[src/rtl/xbar_pkg.sv]
package xbar_pkg;

    // Track reached by tap c of output j: group c, rotated by the output's slope.
    function automatic int tap_track(input int j, input int c, input int grp);
        int offs;
        int slope;
        offs  = j % grp;
        slope = j / grp;
        return c * grp + ((offs + slope * c) % grp);
    endfunction

endpackage

[src/rtl/xbar_cfg_chain.sv]
module xbar_cfg_chain #(
    parameter int CHAIN = 128,
    localparam int CNTW = $clog2(CHAIN + 1)
) (
    input  logic             clk,
    input  logic             rst_n,
    input  logic             cfg_en,
    input  logic             cfg_bit,
    output logic [CHAIN-1:0] sel_flat,
    output logic             loaded
);

    typedef struct packed {
        logic [CHAIN-1:0] chain;
        logic [CNTW-1:0]  cnt;
    } chain_st_t;

    chain_st_t st_d, st_q;

    always_comb begin
        st_d = st_q;
        if (cfg_en) begin
            st_d.chain = {cfg_bit, st_q.chain[CHAIN-1:1]};
            if (st_q.cnt != CNTW'(CHAIN)) begin
                st_d.cnt = st_q.cnt + 1'b1;
            end
        end
    end

    always_ff @(posedge clk or negedge rst_n) begin
        if (!rst_n) begin
            st_q <= '0;
        end else begin
            st_q <= st_d;
        end
    end

    assign sel_flat = st_q.chain;
    assign loaded   = (st_q.cnt == CNTW'(CHAIN));

endmodule

[src/rtl/xbar_tap_mux.sv]
module xbar_tap_mux #(
    parameter int FAN  = 8,
    parameter int SELW = 4
) (
    input  logic [FAN-1:0]  cand,
    input  logic [SELW-1:0] sel,
    input  logic            en,
    output logic            y
);

    always_comb begin
        y = 1'b0;
        for (int t = 0; t < FAN; t++) begin
            if (en && (sel == SELW'(t))) begin
                y = cand[t];
            end
        end
    end

endmodule

[src/rtl/sparse_xbar.sv]
module sparse_xbar #(
    parameter int NLUT   = 8,
    parameter int KIN    = 4,
    parameter int FAN    = 8,
    parameter int NTRACK = 104
) (
    input  logic                  clk,
    input  logic                  rst_n,
    input  logic                  cfg_en,
    input  logic                  cfg_bit,
    input  logic [NTRACK-1:0]     tracks,
    output logic [NLUT*KIN-1:0]   lut_in
);

    localparam int NOUT  = NLUT * KIN;
    localparam int GRP   = NTRACK / FAN;
    localparam int SELW  = $clog2(FAN + 1);
    localparam int CHAIN = NOUT * SELW;

    logic [CHAIN-1:0] sel_flat;
    logic             loaded;

    xbar_cfg_chain #(.CHAIN(CHAIN)) i_cfg (
        .clk      (clk),
        .rst_n    (rst_n),
        .cfg_en   (cfg_en),
        .cfg_bit  (cfg_bit),
        .sel_flat (sel_flat),
        .loaded   (loaded)
    );

    for (genvar j = 0; j < NOUT; j++) begin : g_out
        logic [FAN-1:0] cand;
        for (genvar t = 0; t < FAN; t++) begin : g_tap
            localparam int TRK = xbar_pkg::tap_track(j, t, GRP);
            assign cand[t] = tracks[TRK];
        end
        xbar_tap_mux #(.FAN(FAN), .SELW(SELW)) i_mux (
            .cand (cand),
            .sel  (sel_flat[j*SELW +: SELW]),
            .en   (loaded),
            .y    (lut_in[j])
        );
    end

endmodule

[config.mk]
export PLATFORM = sky130hd
export DESIGN_NAME = sparse_xbar
export DESIGN_NICKNAME = d
export VERILOG_FILES = /design/src/rtl/xbar_pkg.sv /design/src/rtl/xbar_cfg_chain.sv /design/src/rtl/xbar_tap_mux.sv /design/src/rtl/sparse_xbar.sv
export SDC_FILE = /design/constraint.sdc
export NUM_CORES = 1
export LEC_CHECK = 0
export ABC_AREA = 1
export CAP_MARGIN = 20
export CORE_MARGIN = 2
export CORE_UTILIZATION = 59
export CTS_CLUSTER_SIZE = 25
export DETAILED_ROUTE_END_ITERATION = 8
export DONT_BUFFER_PORTS = 1
export GPL_TIMING_DRIVEN = 0
export PLACE_DENSITY_LB_ADDON = 0.12
export SLEW_MARGIN = 20
export SYNTH_ARGS = -nofsm -noshare
export SYNTH_HDL_FRONTEND = slang
export SYNTH_SLANG_ARGS = --single-unit
[constraint.sdc]
create_clock -name clk -period 2.4 [get_ports clk]
set_input_delay 0.48 -clock clk [delete_from_list [all_inputs] [get_ports clk]]
set_output_delay 0.48 -clock clk [all_outputs]
set_load 0.005 [all_outputs]
[After elaboration in Yosys (flattened, before gate mapping)]
Cells that the tools add are included.
Operators by class
  reductions and logical operators: 289
  multiplexer cells: 256
  add/sub/neg operators: 1
  eq/ne operators: 226
Operator list (count)
  4-bit by 3-bit == test with 1-bit output, second input constant: 128
  4-bit by 2-bit == test with 1-bit output, second input constant: 64
  1-bit logical AND: 256
  1-bit 2-to-1 mux: 256
  4-bit by 1-bit == test with 1-bit output, second input constant: 32
  4-bit zero test: 32
  8-bit by 1-bit adder with 8-bit output, second input constant: 1
  8-bit == test, second input constant: 1
  8-bit != test, second input constant: 1
  2-bit AND reduction: 1
Word-level totals
  output and inout port bits: 32
  register bits: 136

[Depth between registers and ports, before layout]
Gate-level depths: netlist of the first run.
  depth in word-level cells: 10
  gate-level depth with buffers: 10
  mapped depth without buffers: 9

[By module]
Synthesis of the first run repeated with hierarchy kept, for this count alone.
Second synthesis, totals
  cells, all modules: 1442
  area total of the unflattened synthesis: 9786.9 µm²
By module, submodules not included
  xbar_cfg_chain: sequential area each 3403.3 µm², times used 1, cells an instance 738, area an instance 6263.5 µm²
  xbar_tap_mux: sequential area each 0.0 µm², times used 32, cells an instance 22, area an instance 110.1 µm²

[Least setup slack after synthesis of the first run]
Ideal clock, no wire load.
  path type: register to output
  start point: reg i_cfg.st_q[0] (netlist name)
  end point: out lut_in[26]
  stages on the path, launching flop included: 11
  data arrival time: 1.353 ns
  data required time: 1.920 ns
  path slack: 0.567 ns
  path through: dfrtp_1 inv_1 ha_1 nand2_1 nor2_2 nand2_4 buf_6 nor2_1 nand2_1 nor2_1 buf_4
Between the ends
  longest elaborated chain between the ends: 10
  elaborated cells on any way between the ends: 17
  those cells by class: eq/ne: 1; mux: 8; reduce/logical: 8
RTL lines
  start, declared: RTL line xbar_cfg_chain.sv:18  | chain_st_t st_d, st_q;
  start signal, assigned: RTL line xbar_cfg_chain.sv:34  | st_q <= st_d;
  8-bit == test (*): RTL line xbar_cfg_chain.sv:39  | assign loaded = (st_q.cnt == CNTW'(CHAIN));
  1-bit logical AND: RTL line xbar_tap_mux.sv:14  | if (en && (sel == SELW'(t))) begin
  1-bit 2-to-1 mux (7 in series): RTL line xbar_tap_mux.sv:14
  1-bit 2-to-1 mux (*): RTL line xbar_tap_mux.sv:14
  end, declared: RTL line sparse_xbar.sv:12  | output logic [NLUT*KIN-1:0] lut_in
Every way passes the cells marked *; elsewhere a longest branch is shown, timed or not.

[Worst setup path in the final report of the first run]
  start point: reg i_cfg.st_q[0] (netlist name)
  end point: out lut_in[25]
Same word-level chain as after synthesis.

==> results.py, run 1 <==
metrics = {
    "floorplanning": {
        "die_x_um": 120.9,
        "rows": 42,
        "die_h_um": 120.9,
        "io_pins": 140,
        "start_util_pct": 60.64,
        "die_area_um2": 14620,
        "core_area_um2": 13300,
    },
    "logic_synthesis": {
        "synth_nets": 1324,
        "yosysUniqueCellTypes": 21,
        "synth_top_cells_by_area": "dfrtp_1 (42%), nand2_1 (23%), o21ai_0 (8.4%), nand3_1 (7.5%), inv_1 (5.1%)",
        "synth_cells": 1214,
        "syn_area_um2": 8063,
        "yosys_warnings": 0,
        "synth_seq_cells": 136,
        "seq_area_frac_synth_pct": 42.21,
        "yosysTopAreaCellShare_pct": 42.21,
        "postSynthAreaPerCell_um2": 6.641,
        "yosysTopAreaCell": "dfrtp_1",
    },
    "finish": {
        "num_antenna_cells": 0,
        "syn_to_final_growth_pct": 13.25,
        "multi_input_area_um2": 3986,
        "seq_area_um2": 3403,
        "final_cell_mix": "nand2_1 (488), dfrtp_1 (136), o21ai_0 (135), nand3_1 (121), inv_1 (108)",
        "drive_gt1_share_pct": 11.03,
        "stdcell_area_um2": 9131,
        "utilization_pct": 68.68,
        "fin_nets": 1348,
        "mostFrequentLayoutCell": "nand2_1",
        "fillers": 1143,
    },
    "cts": {
        "cts_tree": "done",
        "cts_max_path_buffers": 2,
        "htreeDepth": 4,
        "cts_sinks": 136,
        "cts_root_buf": "clkbuf_16",
        "clk_pin_slew_ns": 0.06,
        "clkLatencyLatePin_ns": 0.42,
        "cts_buffers": 17,
    },
    "routing": {
        "routed_wl_um": 27170,
        "vias": 8260,
        "ant_nets": 0,
        "dr.pass1.iters": 6,
        "drc": 0,
        "drt-initial-drc-count": 1066,
        "via_per_inst": 5.788,
        "wire_per_inst_um": 19.04,
    },
    "sta": {
        "hold_violations": 136,
        "clock.fmax_mhz": 414.2,
        "fin_crit_ns": 2.414,
        "setup_viol": 2,
        "relSlewSlack_pct": 41.76,
        "rsz0062_at_grt": "true",
        "maxSlewViolCount": 0,
        "skew_ns": 0.005467,
        "period_share_pct": 100.6,
        "max_slew.worst_pin.slew_ns": 0.8736,
        "whs_ns": -0.2513,
        "worst_slack_ns": -0.01414,
    },
    "worst_setup_path": {
        "path_max_fanout": 5,
        "reg2reg_slack_ns": 0.96,
        "r2r-start": "i_cfg.st_q[0]",
        "rr_endpoint": "i_cfg.st_q[7]",
        "r2r_cells": 9,
        "worstPathRequired_ns": 1.92,
        "start_kind": "flop",
        "critPathCaptureType": "output pin",
        "crit_arrival_ns": 1.93,
        "criticalPathCategory": "flop to output pin",
    },
    "min_path": {
        "hold_path.class": "input pin to async pin",
    },
    "placed_design": {
        "gp_congestion": 0.9654,
        "place_area_um2": 8283,
        "dpl_worst_slack_ns": 0.2701,
        "dpl.hpwl_um": 19460,
        "port_buffers": 0,
    },
    "flow_run": {
        "maxCapViolCount": 0,
    },
    "status": {
        "status": "complete, but fails checks",
        "violations": "negative hold slack, negative setup slack",
    },
    "power": {
        "p_leak_nw": 4.512,
        "powerDensity_nw_per_um2": 798.5,
        "ir_worst_vdd_mv": 0.7897,
    },
    "global_routing": {
        "grt_pass1_wl_um": 41460,
        "track_usage_pct": 38.09,
        "grt_overflow": 0,
        "antenna_found_initial": 0,
        "first_global_vias": 7650,
        "grt_max_degree": 137,
    },
}
==> stage by stage <==
stage / hold WS, ns / power [mW] / setup TNS (ns) / std cells
floorplan: 0.1844 / 4.105 / 0 / 1214
global placement: 0.1902 / 4.411 / 0 / 1390
detailed placement: 0.1886 / 4.461 / 0 / 1390
CTS: -0.2587 / 7.207 / 0 / 1425
global route: -0.2606 / 7.690 / -1.053 / 1427
finish: -0.2513 / 7.291 / -0.02124 / 1427
==> power by group <==
group          switching, mW  internal, mW  total [mW]
sequential             0.430          2.68        3.11
combinational          0.919         0.534        1.45
clock                  0.992          1.74        2.73
total                   2.34          4.95        7.29
==> routing by layer <==
metal,up-vias,global-route usage [%],part of all wire [%]
li1,3833,-,-
met1,3835,50.63,38
met2,497,56.60,43
met3,95,12.64,14
met4,0,17.22,5.1
met5,-,0,0
==> area by class of cell <==
class | instances | area share [%]
Clock buffer | 24 | 5.385
Sequential cell | 136 | 37.27
Inverter | 112 | 4.604
Tap cell | 176 | 2.412
Timing Repair Buffer | 5 | 0.6029
Multi-Input combinational cell | 902 | 43.66
Clock inverter | 8 | 1.288
Buffer | 64 | 4.782
==> synth_stat cells <==
cell and count:
nand2_1 495, dfrtp_1 136, o21ai_0 135, nand3_1 121, inv_1 110, nor2_1 101
buf_4 34, a21oi_1 20, nor2_2 17, buf_2 14, clkbuf_1 13, buf_6 3
or2_2 3, ha_1 2, inv_2 2, nand4_1 2, xor2_1 2, nand2_4 1
nand3b_1 1, o21ai_1 1, xnor2_1 1
==> critical path, cell delays in order, from the launching register on <==
cell       delay, ns
dfrtp_1         0.39
inv_2           0.09
ha_4            0.14
nand2_4         0.05
nor2_4          0.12
nand2_4         0.12
clkbuf_16       0.20
nor2_4          0.09
nand2_2         0.07
nor2_4          0.12
buf_6           0.12
==> worst max-delay path by stage <==
| stage | from | end | slack, ns |
|---|---|---|---|
| 2_1_floorplan | i_cfg.st_q[0] | lut_in[26] | 0.57 |
| 3_3_place_gp | i_cfg.st_q[0] | lut_in[28] | 0.28 |
| 3_5_place_dp | i_cfg.st_q[0] | lut_in[28] | 0.27 |
| 4_1_cts | i_cfg.st_q[0] | lut_in[26] | 0.02 |
| 5_1_grt | i_cfg.st_q[0] | lut_in[19] | -0.06 |
| 6_report | i_cfg.st_q[0] | lut_in[25] | -0.01 |
==> sequential cells by signal (all words and copies together) (netlist names) <==
name and flops:
i_cfg.st_q 8, i_cfg.sel_flat 128
==> repair_timing <==
action,4_1_cts,5_1_grt
endpoints found under the setup margin,30,26
buffers inserted,3,1
endpoints found under the hold margin,136,136
gates cloned,0,1
gates resized for setup,15,38
pin swaps,3,9
==> logic make-up (layout without fill, tap and decap cells) <==
family | Yosys count | count (layout) | share of synthesized area [%]
and+or+nand+nor | 741 | 741 | 37.20
xor gates and xnor gates | 3 | 3 | 0.3259
buffers and inverters | 176 | 213 | 10.27
adders and majority gates | 2 | 2 | 0.3103
DFF | 136 | 136 | 42.21
AOI/OAI and AO/OA | 156 | 156 | 9.683
(Power assumes the default switching activity.)
==> run 2, diff against run 1 <==
- REMOVE_ABC_BUFFERS: unset -> 1
==> run 2 against run 1 <==
Effect of this change:
- the run ends with negative hold slack left
- clock power about the same
- largest power group unchanged
- critical endpoint is now lut_in[20]
- worst setup slack better by 0.058 ns
- final area down 4.1%
- register-to-register slack worse by 0.17 ns
- critical path depth down 1
==> results.py, run 2 (synthesized netlist as in run 1, its figures left out) <==
metrics = {
    "status": {
        "status": "complete, but fails checks",
        "violations": "negative hold slack",
    },
    "floorplanning": {
        "start_util_pct": 60.64,
        "die_x_um": 120.9,
        "die_area_um2": 14620,
        "die_h_um": 120.9,
        "io_pins": 140,
        "core_area_um2": 13300,
        "rows": 42,
    },
    "cts": {
        "cts_buffers": 17,
        "clkLatencyLatePin_ns": 0.42,
        "cts_max_path_buffers": 2,
        "clk_pin_slew_ns": 0.06,
        "cts_tree": "done",
        "cts_root_buf": "clkbuf_16",
        "cts_sinks": 136,
        "htreeDepth": 4,
    },
    "finish": {
        "largest_reg_flops": 128,
        "final_cell_mix": "nand2_1 (494), dfrtp_1 (136), o21ai_0 (135), nand3_1 (121), inv_1 (107)",
        "utilization_pct": 65.86,
        "mostFrequentLayoutCell": "nand2_1",
        "fin_nets": 1289,
        "fillers": 1180,
        "final_cells": 1370,
        "multi_input_area_um2": 4008,
        "syn_to_final_growth_pct": 8.597,
        "seq_area_um2": 3403,
        "drive_gt1_share_pct": 7.886,
        "stdcell_area_um2": 8756,
    },
    "sta": {
        "setup_viol": 0,
        "fin_crit_ns": 2.357,
        "hold_violations": 136,
        "skew_ns": 0.004453,
        "clock.fmax_mhz": 424.3,
        "maxSlewViolCount": 0,
        "max_slew.worst_pin.slew_ns": 0.4353,
        "whs_ns": -0.2486,
        "rsz0062_at_grt": "true",
        "period_share_pct": 98.19,
        "relSlewSlack_pct": 70.98,
        "tns_ns": 0,
        "worst_slack_ns": 0.04338,
    },
    "global_routing": {
        "grt_pass1_wl_um": 36670,
        "track_usage_pct": 33.26,
        "antenna_found_initial": 1,
        "grt_max_degree": 163,
        "grt_overflow": 0,
        "first_global_vias": 6928,
    },
    "worst_setup_path": {
        "crit_arrival_ns": 1.88,
        "start_kind": "flop",
        "worstPathRequired_ns": 1.92,
        "criticalPathCategory": "flop to output pin",
        "critPathCaptureType": "output pin",
        "path_max_fanout": 8,
    },
    "placed_design": {
        "dpl.hpwl_um": 16440,
        "port_buffers": 0,
        "gp_congestion": 0.8923,
        "placedCellCount": 1327,
        "place_area_um2": 7898,
        "dpl_worst_slack_ns": 0.1748,
    },
    "routing": {
        "wire_per_inst_um": 17.34,
        "vias": 7547,
        "drc": 0,
        "dr.pass1.iters": 5,
        "ant_nets": 0,
        "via_per_inst": 5.509,
        "drt-initial-drc-count": 672,
        "routed_wl_um": 23750,
    },
    "flow_run": {
        "maxCapViolCount": 0,
    },
    "power": {
        "powerDensity_nw_per_um2": 824.9,
        "totalPowerFinal_mw": 7.222,
        "p_leak_nw": 4.237,
        "ir_worst_vdd_mv": 0.6293,
    },
    "min_path": {
        "hold_path.class": "input pin to async pin",
    },
}
-- run 2: cell count changes in the layout (fill, tap and decap cells not counted), moves of 2 or more --
cell	change
nand2_2	-6
nor2_1	-5
nor2_2	+14
diode_2	+2
buf_2	-14
inv_4	+2
clkbuf_1	-15
nor2_4	-9
buf_4	-32
nand2_1	+6
nand2_8	+4
clkbuf_8	+3
-- run 2: area by class of cell --
cell class / instances / area share [%]
multi-input cells: 905 / 45.77
well taps: 176 / 2.515
clock inverters: 7 / 1.000
diodes: 2 / 0.05716
flip-flops and latches: 136 / 38.87
clock buffers: 25 / 6.002
repair buffers: 7 / 0.9288
inverters: 112 / 4.859
-- run 2: final timing paths --
path | start | endpoint | slack, ns | depth (start not counted)
setup / recovery | i_cfg.st_q[1] | lut_in[20] | 0.04 | 9
setup reg to reg | i_cfg.st_q[1] | i_cfg.st_q[1] | 0.79 | 10
min in group clk | cfg_en | i_cfg.sel_flat[26] | 0.18 | 1
hold reg to reg | i_cfg.sel_flat[99] | i_cfg.sel_flat[98] | 0.49 | 2
hold / removal | rst_n | i_cfg.sel_flat[91] | -0.25 | 0
max in group asynchronous | rst_n | i_cfg.sel_flat[104] | 2.44 | 0
-- run 2: routing by layer --
layer / part of all wire (%) / routed length (um) / track usage (%)
met1: 41 / 9681 / 44.13
met5: 0 / 0 / 0
met4: 3.5 / 837 / 14.39
met3: 11 / 2612 / 11.56
met2: 45 / 10620 / 49.44
-- run 2: repair_timing --
| item | 4_1_cts | 5_1_grt |
|---|---|---|
| endpoints found under the hold margin | 136 | 136 |
| gates cloned | 2 | 1 |
| endpoints found under the setup margin | 31 | 31 |
| pin swaps | 3 | 6 |
| resized for setup | 11 | 32 |
| buffers inserted | 3 | 3 |
-- run 2: report_power, final --
part | internal, mW | switching, mW
logic | 0.527 | 0.900
clock network | 1.72 | 0.981
registers | 2.68 | 0.419
-- run 2: worst max-delay path, cell delays in order, from the launching register on --
cell,delay (ns)
dfrtp_1,0.40
inv_2,0.08
ha_4,0.14
nand2_4,0.06
nor2_4,0.15
buf_6,0.17
nand2_8,0.14
nor2_4,0.13
nand2_1,0.06
nor2_2,0.13
==> run 3, diff against run 2 <==
--- a/constraint.sdc
+++ b/constraint.sdc
@@ -3,2 +3,2 @@
 set_output_delay 0.48 -clock clk [all_outputs]
-set_load 0.005 [all_outputs]
+set_load 0.02 [all_outputs]
==> run 3 against run 2 <==
Effect of this change:
- the run ends with negative hold slack, negative setup slack left
- final cell count increased by 0.22%
- critical path depth increased by 1
- power increased by 0.74%
- flip-flop and latch count unchanged
- routed wire length increased by 1.7%
- sequential share of layout area decreased by 1.2 points
- final area increased by 3.2%
- clock skew increased by 0.00073 ns
- hold slack got worse by 0.00053 ns
==> results.py, run 3 (synthesized netlist as in run 1, its figures left out) <==
metrics = {
    "status": {
        "status": "complete, but fails checks",
        "violations": "negative hold slack, negative setup slack",
    },
    "routing": {
        "ant_nets": 0,
        "via_per_inst": 5.543,
        "vias": 7610,
        "drc": 0,
        "wire_per_inst_um": 17.60,
        "drt-initial-drc-count": 657,
        "dr.pass1.iters": 5,
        "routed_wl_um": 24170,
    },
    "sta": {
        "whs_ns": -0.2491,
        "worst_slack_ns": -0.02064,
        "fin_crit_ns": 2.421,
        "hold_violations": 136,
        "period_share_pct": 100.9,
        "setup_viol": 1,
        "maxSlewViolCount": 0,
        "max_slew.worst_pin.slew_ns": 0.4364,
        "rsz0062_at_grt": "true",
        "skew_ns": 0.005184,
        "clock.fmax_mhz": 413.1,
        "relSlewSlack_pct": 70.91,
        "tns_ns": -0.02064,
    },
    "finish": {
        "fin_nets": 1293,
        "multi_input_area_um2": 4215,
        "largest_reg_flops": 128,
        "final_cells": 1373,
        "mostFrequentLayoutCell": "nand2_1",
        "drive_gt1_share_pct": 10.03,
        "seq_area_um2": 3403,
        "fillers": 1130,
        "syn_to_final_growth_pct": 12.12,
        "final_cell_mix": "nand2_1 (480), dfrtp_1 (136), o21ai_0 (135), nand3_1 (121), inv_1 (108)",
    },
    "placed_design": {
        "dpl.hpwl_um": 16440,
        "gp_congestion": 0.8923,
        "placedCellCount": 1327,
        "dpl_worst_slack_ns": -0.008197,
        "port_buffers": 0,
    },
    "global_routing": {
        "grt_max_degree": 163,
        "top_usage_layer": "met2",
        "antenna_found_initial": 1,
        "met1_usage_pct": 44.47,
        "track_usage_pct": 33.52,
        "grt_pass1_wl_um": 37010,
        "global_route.usage.met2_pct": 50.00,
        "grt_overflow": 0,
        "first_global_vias": 7032,
        "grt.met3_usage_pct": 11.80,
    },
    "power": {
        "p_leak_nw": 4.285,
        "ir_worst_vdd_mv": 0.5887,
        "totalPowerFinal_mw": 7.276,
        "powerDensity_nw_per_um2": 804.9,
    },
    "floorplanning": {
        "core_area_um2": 13300,
        "die_x_um": 120.9,
        "start_util_pct": 60.64,
        "die_area_um2": 14620,
        "die_h_um": 120.9,
        "io_pins": 140,
        "rows": 42,
    },
    "worst_setup_path": {
        "worstPathRequired_ns": 1.92,
        "critical_path_buf_inv_count": 3,
        "path_max_fanout": 8,
        "cp_top_family": "simple AND/OR/NAND/NOR gates",
        "critPathCaptureType": "output pin",
        "reg2reg_slack_ns": 0.75,
        "cp_common_cell": "nor2_4",
        "path_depth": 10,
        "r2r-start": "i_cfg.st_q[0]",
        "cp_slowest_cell": "dfrtp_1",
        "cp_cell_sequence": "inv_2 > ha_4 > nand2_4 > nor2_4 > buf_12 > nand2_8 > buf_12 > nor2_4 > nand2_2 > nor2_4",
        "r2r_cells": 11,
        "critPathMaxStageDelay_ns": 0.39,
        "rr_endpoint": "i_cfg.st_q[7]",
        "criticalPathCategory": "flop to output pin",
        "crit_arrival_ns": 1.94,
        "start_kind": "flop",
    },
    "flow_run": {
        "maxCapViolCount": 0,
    },
    "cts": {
        "cts_buffers": 17,
        "clkLatencyLatePin_ns": 0.42,
        "htreeDepth": 4,
        "clk_pin_slew_ns": 0.06,
        "cts_root_buf": "clkbuf_16",
        "cts_max_path_buffers": 2,
        "cts_sinks": 136,
        "cts_tree": "done",
    },
    "min_path": {
        "hold_path.class": "input pin to async pin",
    },
}
==> run 3: cell types whose count changed in the layout (fill, tap and decap cells not counted), moves of 2 or more <==
cell	delta
nand2_2	+14
buf_4	+4
nor2_1	-9
nor2_4	+38
nor2_2	-29
nand2_1	-14
buf_12	+3
nand2_8	-2
==> run 3: where the power goes <==
part	switching (mW)	leakage (nW)	total [mW]	internal (mW)
Sequential	0.427	1.79	3.10	2.68
Clock	0.987	0.305	2.70	1.72
Combinational	0.936	2.19	1.47	0.531
==> run 3: worst max path at each step <==
stage                         end     startpoint  slack, ns
floorplan           i_cfg.st_q[3]         cfg_en       0.12
CTS                    lut_in[14]  i_cfg.st_q[0]      0.007
finish                 lut_in[13]  i_cfg.st_q[0]      -0.02
global route           lut_in[13]  i_cfg.st_q[0]      -0.09
detailed placement     lut_in[26]  i_cfg.st_q[0]     -0.008
global placement    i_cfg.st_q[5]         cfg_en      -0.95
==> run 3: repair_timing <==
action	in CTS	in global routing
hold endpoints to repair	136	136
cloned	1	0
setup buffers	11	1
resized for setup	59	42
setup endpoints to repair	31	31
pin swaps	7	11
==> run 3: per-layer routing <==
| layer | wire (um) | up-vias |
|---|---|---|
| li1 | - | 3719 |
| met1 | 9619 | 3542 |
| met2 | 10950 | 298 |
| met3 | 2769 | 51 |
| met4 | 825 | 0 |
| met5 | 0 | - |
==> run 3: area by class of cell <==
cell class	count	share of cell area (%)
sequential	136	37.65
inverter	112	4.706
multi-input combinational	903	46.63
clock inverter	7	0.9689
antenna	1	0.02768
tap	176	2.436
clock buffer	25	5.813
timing repair buffer	13	1.772
==> run 3: worst register-to-register path, cell delays in order, from the launching register on <==
cell     delay (ns)
dfrtp_1        0.39
inv_2          0.09
ha_4           0.15
nand2_4        0.06
nor2_4         0.11
buf_12         0.14
nand2_8        0.08
buf_12         0.17
buf_4          0.14
nand2_1        0.13
nand2_1        0.08
nand2_1        0.07
==> run 3: stage by stage <==
step,util [%],hold WS [ns],cell area (um2)
after global routing,67.97,-0.2632,9037
after global placement,59.23,0.1895,7875
after floorplan,-,0.1844,7655
final,67.99,-0.2491,9040
after detailed placement,59.40,0.1891,7898
after CTS,66.66,-0.2573,8862
